<file path="src/rtl/owbit_pkg.sv">
package owbit_pkg;

  typedef enum logic [1:0] {
    OP_WR0 = 2'd0,
    OP_WR1 = 2'd1,
    OP_RD  = 2'd2
  } owbit_op_e;

  // control -> datapath strobes
  typedef struct packed {
    logic load;    // capture divider, restart prescaler
    logic run;     // slot in progress, prescaler counting
    logic sample;  // capture pin level this edge
    logic low;     // pull wire low
    logic high;    // drive wire high
  } owbit_strb_t;

endpackage

</file>
<file path="src/rtl/owbit_dp.sv">
module owbit_dp
  import owbit_pkg::*;
#(
  parameter int DIV_W = 8
) (
  input  logic             clk,
  input  logic             rstN,
  input  logic [DIV_W-1:0] divRatio,
  input  logic             pinIn,
  input  owbit_strb_t      strb,
  output logic             tick,
  output logic             rxBit,
  output logic             driveLow,
  output logic             driveHigh
);

  logic [DIV_W-1:0] divLat;
  logic [DIV_W-1:0] preCnt;

  assign tick = strb.run && (preCnt == divLat);

  always_ff @(posedge clk) begin
    if (!rstN) begin
      divLat <= '0;
      preCnt <= '0;
    end else if (strb.load) begin
      divLat <= divRatio;
      preCnt <= '0;
    end else if (strb.run) begin
      preCnt <= tick ? '0 : preCnt + 1'b1;
    end
  end

  always_ff @(posedge clk) begin
    if (!rstN)            rxBit <= 1'b0;
    else if (strb.sample) rxBit <= pinIn;
  end

  assign driveLow  = strb.low;
  assign driveHigh = strb.high;

  AST_DRIVE_EXCL: assert property (@(posedge clk) disable iff (!rstN)
    !(driveLow && driveHigh));

  AST_DIV_HOLD: assert property (@(posedge clk) disable iff (!rstN)
    (strb.run && !strb.load) |=> $stable(divLat));

  AST_PRE_BOUND: assert property (@(posedge clk) disable iff (!rstN)
    strb.run |-> (preCnt <= divLat));

endmodule

</file>
<file path="src/rtl/owbit_ctrl.sv">
module owbit_ctrl
  import owbit_pkg::*;
#(
  parameter int BIT_LEN   = 16,
  parameter int LOW_ONE   = 4,
  parameter int LOW_ZERO  = 13,
  parameter int LOW_READ  = 2,
  parameter int SAMPLE_AT = 10
) (
  input  logic        clk,
  input  logic        rstN,
  input  logic        reqValid,
  input  logic        reqRead,
  input  logic        reqData,
  input  logic        tick,
  output owbit_strb_t strb,
  output logic        busy,
  output logic        done
);

  localparam int CYC_W = $clog2(BIT_LEN);

  logic [CYC_W-1:0] cyc;
  owbit_op_e        op;
  logic [CYC_W-1:0] lowEnd;
  logic             lastEdge;
  logic             accept;

  assign lastEdge = busy && tick && (cyc == CYC_W'(BIT_LEN - 1));
  assign accept   = reqValid && (!busy || lastEdge);

  always_comb begin
    unique case (op)
      OP_RD:   lowEnd = CYC_W'(LOW_READ);
      OP_WR1:  lowEnd = CYC_W'(LOW_ONE);
      default: lowEnd = CYC_W'(LOW_ZERO);
    endcase
  end

  always_ff @(posedge clk) begin
    if (!rstN) begin
      busy <= 1'b0;
      done <= 1'b0;
      cyc  <= '0;
      op   <= OP_WR0;
    end else begin
      done <= lastEdge;
      if (accept) begin
        busy <= 1'b1;
        cyc  <= '0;
        op   <= reqRead ? OP_RD : (reqData ? OP_WR1 : OP_WR0);
      end else if (lastEdge) begin
        busy <= 1'b0;
        cyc  <= '0;
      end else if (busy && tick) begin
        cyc  <= cyc + 1'b1;
      end
    end
  end

  always_comb begin
    strb.load   = accept;
    strb.run    = busy;
    strb.sample = busy && (op == OP_RD) && tick && (cyc == CYC_W'(SAMPLE_AT - 1));
    strb.low    = busy && (cyc < lowEnd);
    strb.high   = busy && (op != OP_RD) && (cyc == lowEnd);
  end

  AST_DONE_ONE_CLK: assert property (@(posedge clk) disable iff (!rstN)
    done |=> !done);

  AST_DONE_AFTER_BUSY: assert property (@(posedge clk) disable iff (!rstN)
    done |-> $past(busy));

  AST_READ_NO_HIGH: assert property (@(posedge clk) disable iff (!rstN)
    (busy && op == OP_RD) |-> !strb.high);

  AST_WRITE_NO_SAMPLE: assert property (@(posedge clk) disable iff (!rstN)
    (busy && op != OP_RD) |-> !strb.sample);

  AST_IGNORE_MIDSLOT: assert property (@(posedge clk) disable iff (!rstN)
    (busy && !lastEdge) |=> $stable(op));

endmodule

</file>
<file path="src/rtl/owbit_host.sv">
module owbit_host
  import owbit_pkg::*;
#(
  parameter int DIV_W = 8
) (
  input  logic             clk,
  input  logic             rstN,
  input  logic [DIV_W-1:0] divRatio,
  input  logic             reqValid,
  input  logic             reqRead,
  input  logic             reqData,
  input  logic             pinIn,
  output logic             busy,
  output logic             done,
  output logic             rxBit,
  output logic             driveLow,
  output logic             driveHigh
);

  owbit_strb_t strb;
  logic        tick;

  owbit_ctrl u_ctrl (
    .clk      (clk),
    .rstN     (rstN),
    .reqValid (reqValid),
    .reqRead  (reqRead),
    .reqData  (reqData),
    .tick     (tick),
    .strb     (strb),
    .busy     (busy),
    .done     (done)
  );

  owbit_dp #(.DIV_W(DIV_W)) u_dp (
    .clk       (clk),
    .rstN      (rstN),
    .divRatio  (divRatio),
    .pinIn     (pinIn),
    .strb      (strb),
    .tick      (tick),
    .rxBit     (rxBit),
    .driveLow  (driveLow),
    .driveHigh (driveHigh)
  );

endmodule

</file>
<file path="config.mk">
export PLATFORM = sky130hd
export DESIGN_NAME = owbit_host
export DESIGN_NICKNAME = d
export VERILOG_FILES = /design/src/rtl/owbit_pkg.sv /design/src/rtl/owbit_dp.sv /design/src/rtl/owbit_ctrl.sv /design/src/rtl/owbit_host.sv
export SDC_FILE = /design/constraint.sdc
export NUM_CORES = 1
export LEC_CHECK = 0
export CAP_MARGIN = 20
export CORE_UTILIZATION = 56
export DETAILED_ROUTE_END_ITERATION = 10
export PLACE_DENSITY = 0.93
export SLEW_MARGIN = 20
export SYNTH_ARGS = -nofsm -noshare
export SYNTH_HDL_FRONTEND = slang
export SYNTH_SLANG_ARGS = --single-unit
export TNS_END_PERCENT = 20
</file>
<file path="constraint.sdc">
create_clock -name clk -period 4 [get_ports clk]
set_clock_uncertainty 0.15 [all_clocks]
set_input_delay 1.2 -clock clk [delete_from_list [all_inputs] [get_ports clk]]
set_output_delay 1.2 -clock clk [all_outputs]
set_load 0.01 [all_outputs]
</file>
==> impl_metrics.json <==
{
  "maxUsedRoutingLayer": "met4",
  "cp-end-kind": "output pin",
  "met3_wirelength_um": 49,
  "critical_path.slowest_cell": "sky130_fd_sc_hd__clkdlybuf4s50_1",
  "netlist.top_cell.by_area": "sky130_fd_sc_hd__dfxtp_1",
  "crit_path_end": "driveLow",
  "routabilityCongestion": 0.870,
  "top_area_cell_type_share_of_the_netlist_area": 0.384,
  "clk_path_buf_depth": 2,
  "final_layout_size_suffix_gt1_frac": 0.0422,
  "wire_per_inst_um": 12.4,
  "max_slew.worst_pin.slew_ps": 754,
  "critical_path_required_ps": 2650,
  "dp_hpwl_um": 1840,
  "clkLatencyLatePin_ps": 320,
  "synthesis.area_per_instance_um2": 8.76,
  "via_count": 1058,
  "setup.worst_path.start_class": "flip-flop",
  "grt_antenna_before_repair": 0,
  "critical_path.reg2reg.startpoint": "u_ctrl.busy$_SDFFE_PN0P_",
  "fillers": 173,
  "cts_tree": "done",
  "detail-route-antenna-nets": 0,
  "antenna_cells": 0,
  "leading_post_synthesis_cells_by_instance_count": "sky130_fd_sc_hd__dfxtp_1 (25), sky130_fd_sc_hd__nand2_1 (25), sky130_fd_sc_hd__nor2_1 (14), sky130_fd_sc_hd__mux2i_1 (12)",
  "globalRoute.totalOverflow": 0,
  "min_path_type": "flip-flop to flip-flop",
  "timing.critical_path.arrival_ps": 2430,
  "rsz0062_at_grt": "no",
  "postCtsSetupRepairBufs": 0,
  "synth-seq-area-share": 0.384,
  "die_area_um2": 2530,
  "ios": 19,
  "timing.critical_path.fanout_max": 3,
  "synth_nets": 171,
  "setup_viol_count_final": 0,
  "core.rowCount": 17,
  "hold_viol_final": 0,
  "vdd.ir_drop.worst_v": 0.000232,
  "clk_pin_slew_worst_paths_ps": 130,
  "timing.rr.end": "u_dp.preCnt[1]$_SDFFE_PP0P_",
  "drc": 0,
  "maxCapViolCount": 0,
  "final_net_count": 189,
  "drt_iter0_markers": 18,
  "drt-pass1-iter-count": 4,
  "crit_path_cell_trace": "inv_1 > ha_1 > inv_1 > ha_1 > nor2b_1 > o21a_1 > o21ai_0 > and3b_1 > clkdlybuf4s50_1",
  "p_per_area_nw_per_um2": 293,
  "synth-edff-count": 0,
  "async_reset_ff_frac": 0,
  "register_area_um2": 500,
  "cts_root_buf": "sky130_fd_sc_hd__clkbuf_4",
  "relative_max_transition_margin": 0.494,
  "clock-sinks": 25,
  "pin_count_of_the_biggest_net_entering_global_routing": 25,
  "core_area_um2": 2210,
  "layout_min_cycle_time_ps": 3780,
  "yosys_most_used_dff": "sky130_fd_sc_hd__dfxtp_1",
  "critPathLaunch": "u_ctrl.op[0]$_SDFFE_PN0P_",
  "p_total_w": 0.000449,
  "syn-instance-count": 149,
  "syn_to_final_growth_pct": 17.2,
  "io_buf_count": 18,
  "run_status": "finished, final reports clean",
  "multiInputGateArea_um2": 741,
  "final.period_utilization": 0.946,
  "initial_utilization": 0.590,
  "final_max_slew_viol_count": 0,
  "drt-vias-per-instance": 5.45,
  "final_cells": 194,
  "reg2reg_setup_slack_ps": 1600,
  "finalSetupTns_ps": 0,
  "number_of_global_route_vias_before_repair": 1014,
  "cts_max_level": 1,
  "cts-resized-gates": 0,
  "wl_met1_um": 1150,
  "static-leakage-power_nw": 0.631,
  "synth-seq-cells": 25,
  "reg2reg_depth": 5,
  "yosysUniqueCellTypes": 30,
  "first_pass_grt_wire_length_um": 4310,
  "number_of_buffers_added_by_the_clock_tree_synthesis_step": 3,
  "criticalPathCategory": "flip-flop to output pin",
  "placed_cells": 190,
  "finish.utilization": 0.691,
  "cts_hold_buf": 0,
  "post_synth_main_area_contributors": "sky130_fd_sc_hd__dfxtp_1 (38%), sky130_fd_sc_hd__mux2i_1 (9.2%), sky130_fd_sc_hd__ha_1 (7.7%), sky130_fd_sc_hd__nand2_1 (7.2%), sky130_fd_sc_hd__xnor2_1 (5.4%)",
  "fmax_mhz": 264,
  "ys_warn_count": 0,
  "die_width_um": 50.3,
  "critPathMaxStageDelay_ps": 530,
  "routed-wl-met2_um": 1180,
  "grt_usage": 0.220,
  "routed_wirelength_um": 2410,
  "mappedNetlistArea_um2": 1310,
  "die_h_um": 50.3
}
[layout by cell type, fill, tap and decap left out]
cell type,synthesis,final
sky130_fd_sc_hd__a211oi_1,1,1
sky130_fd_sc_hd__a21oi_1,1,1
sky130_fd_sc_hd__a31o_1,1,1
sky130_fd_sc_hd__a31oi_1,3,3
sky130_fd_sc_hd__a41o_1,1,1
sky130_fd_sc_hd__and3_1,3,3
sky130_fd_sc_hd__and3b_1,1,1
sky130_fd_sc_hd__and4_1,1,1
sky130_fd_sc_hd__buf_4,2,2
sky130_fd_sc_hd__clkbuf_4,0,3
sky130_fd_sc_hd__clkdlybuf4s50_1,0,18
sky130_fd_sc_hd__clkinv_2,0,1
sky130_fd_sc_hd__dfxtp_1,25,25
sky130_fd_sc_hd__ha_1,8,8
sky130_fd_sc_hd__inv_1,8,8
sky130_fd_sc_hd__mux2i_1,12,12
sky130_fd_sc_hd__nand2_1,25,25
sky130_fd_sc_hd__nand3_1,4,4
sky130_fd_sc_hd__nand3b_1,1,1
sky130_fd_sc_hd__nand4_1,4,4
sky130_fd_sc_hd__nor2_1,14,14
sky130_fd_sc_hd__nor2b_1,1,1
sky130_fd_sc_hd__nor3_1,1,1
sky130_fd_sc_hd__nor3b_1,3,3
sky130_fd_sc_hd__nor4_4,1,1
sky130_fd_sc_hd__o21a_1,3,3
sky130_fd_sc_hd__o21ai_0,3,3
sky130_fd_sc_hd__o22ai_1,1,1
sky130_fd_sc_hd__o31ai_1,1,1
sky130_fd_sc_hd__or2_1,1,1
sky130_fd_sc_hd__xnor2_1,8,8
sky130_fd_sc_hd__xor2_1,6,6
[worst min-delay path by stage]
stage / from / to / slack (ps) / depth (start not counted)
global placement: u_ctrl.op[0]$_SDFFE_PN0P_ / u_ctrl.op[0]$_SDFFE_PN0P_ / 300 / 2
detailed placement: u_ctrl.op[1]$_SDFFE_PN0P_ / u_ctrl.op[1]$_SDFFE_PN0P_ / 310 / 2
floorplan: u_ctrl.op[0]$_SDFFE_PN0P_ / u_ctrl.op[0]$_SDFFE_PN0P_ / 290 / 2
finish: u_ctrl.op[1]$_SDFFE_PN0P_ / u_ctrl.op[1]$_SDFFE_PN0P_ / 320 / 2
CTS: u_ctrl.op[1]$_SDFFE_PN0P_ / u_ctrl.op[1]$_SDFFE_PN0P_ / 330 / 2
global route: u_dp.divLat[6]$_SDFFE_PN0P_ / u_dp.divLat[6]$_SDFFE_PN0P_ / 360 / 2
[routing by layer]
layer  up-vias  GRT usage
met5         -          0
met4         0     0.0810
met3         4     0.0182
met2        22      0.393
met1       490      0.271
li1        542          -
[stage by stage]
step,setup slack [ps],cell area [µm²],hold slack [ps]
2_1_floorplan,1220,1310,288
3_3_place_gp,718,1500,303
3_5_place_dp,598,1500,309
4_1_cts,237,1530,326
5_1_grt,161,1530,361
6_report,215,1530,323
[state kept, by name (all words and copies together), names as in the netlist]
name and flops:
u_ctrl.op 2, u_dp.preCnt 8, u_ctrl.cyc 4, u_ctrl.busy 1, u_ctrl.done 1, u_dp.rxBit 1, u_dp.divLat 8
[critical path: cells and delay by family (launching register included)]
kind | cells | cell delay [ps]
simple gates | 2 | 330
fa+ha+maj | 2 | 470
buf+inv | 3 | 660
flops | 1 | 350
compound gates | 2 | 320
[area by class of cell]
cell class              instances  share of cell area
well taps                      28              0.0229
flip-flops and latches         25               0.327
clock inverters                 1             0.00327
inverters                       8              0.0196
clock buffers                   3              0.0147
repair buffers                 20               0.128
multi-input cells             109               0.484
[cells by family after synthesis]
| kind of cell | after synthesis | share of synthesized area |
|---|---|---|
| buffers and inverters | 15 | 0.0489 |
| XOR/XNOR | 14 | 0.0940 |
| adder cells (fa/ha/maj) | 8 | 0.0767 |
| AO/OA/AOI/OAI | 15 | 0.0777 |
| multiplexers | 12 | 0.0920 |
| AND/OR/NAND/NOR | 60 | 0.227 |
| flip-flops | 25 | 0.384 |
[power by group]
part | switching, W | internal, W | total (W) | leakage (nW)
registers | 0.00000958 | 0.000258 | 0.000267 | 0.203
clock network | 0.0000739 | 0.0000374 | 0.000111 | 0.0177
logic | 0.0000333 | 0.0000368 | 0.0000701 | 0.410
total | 0.000117 | 0.000332 | 0.000449 | 0.631
No activity file was read; power rests on OpenSTA's default activity.
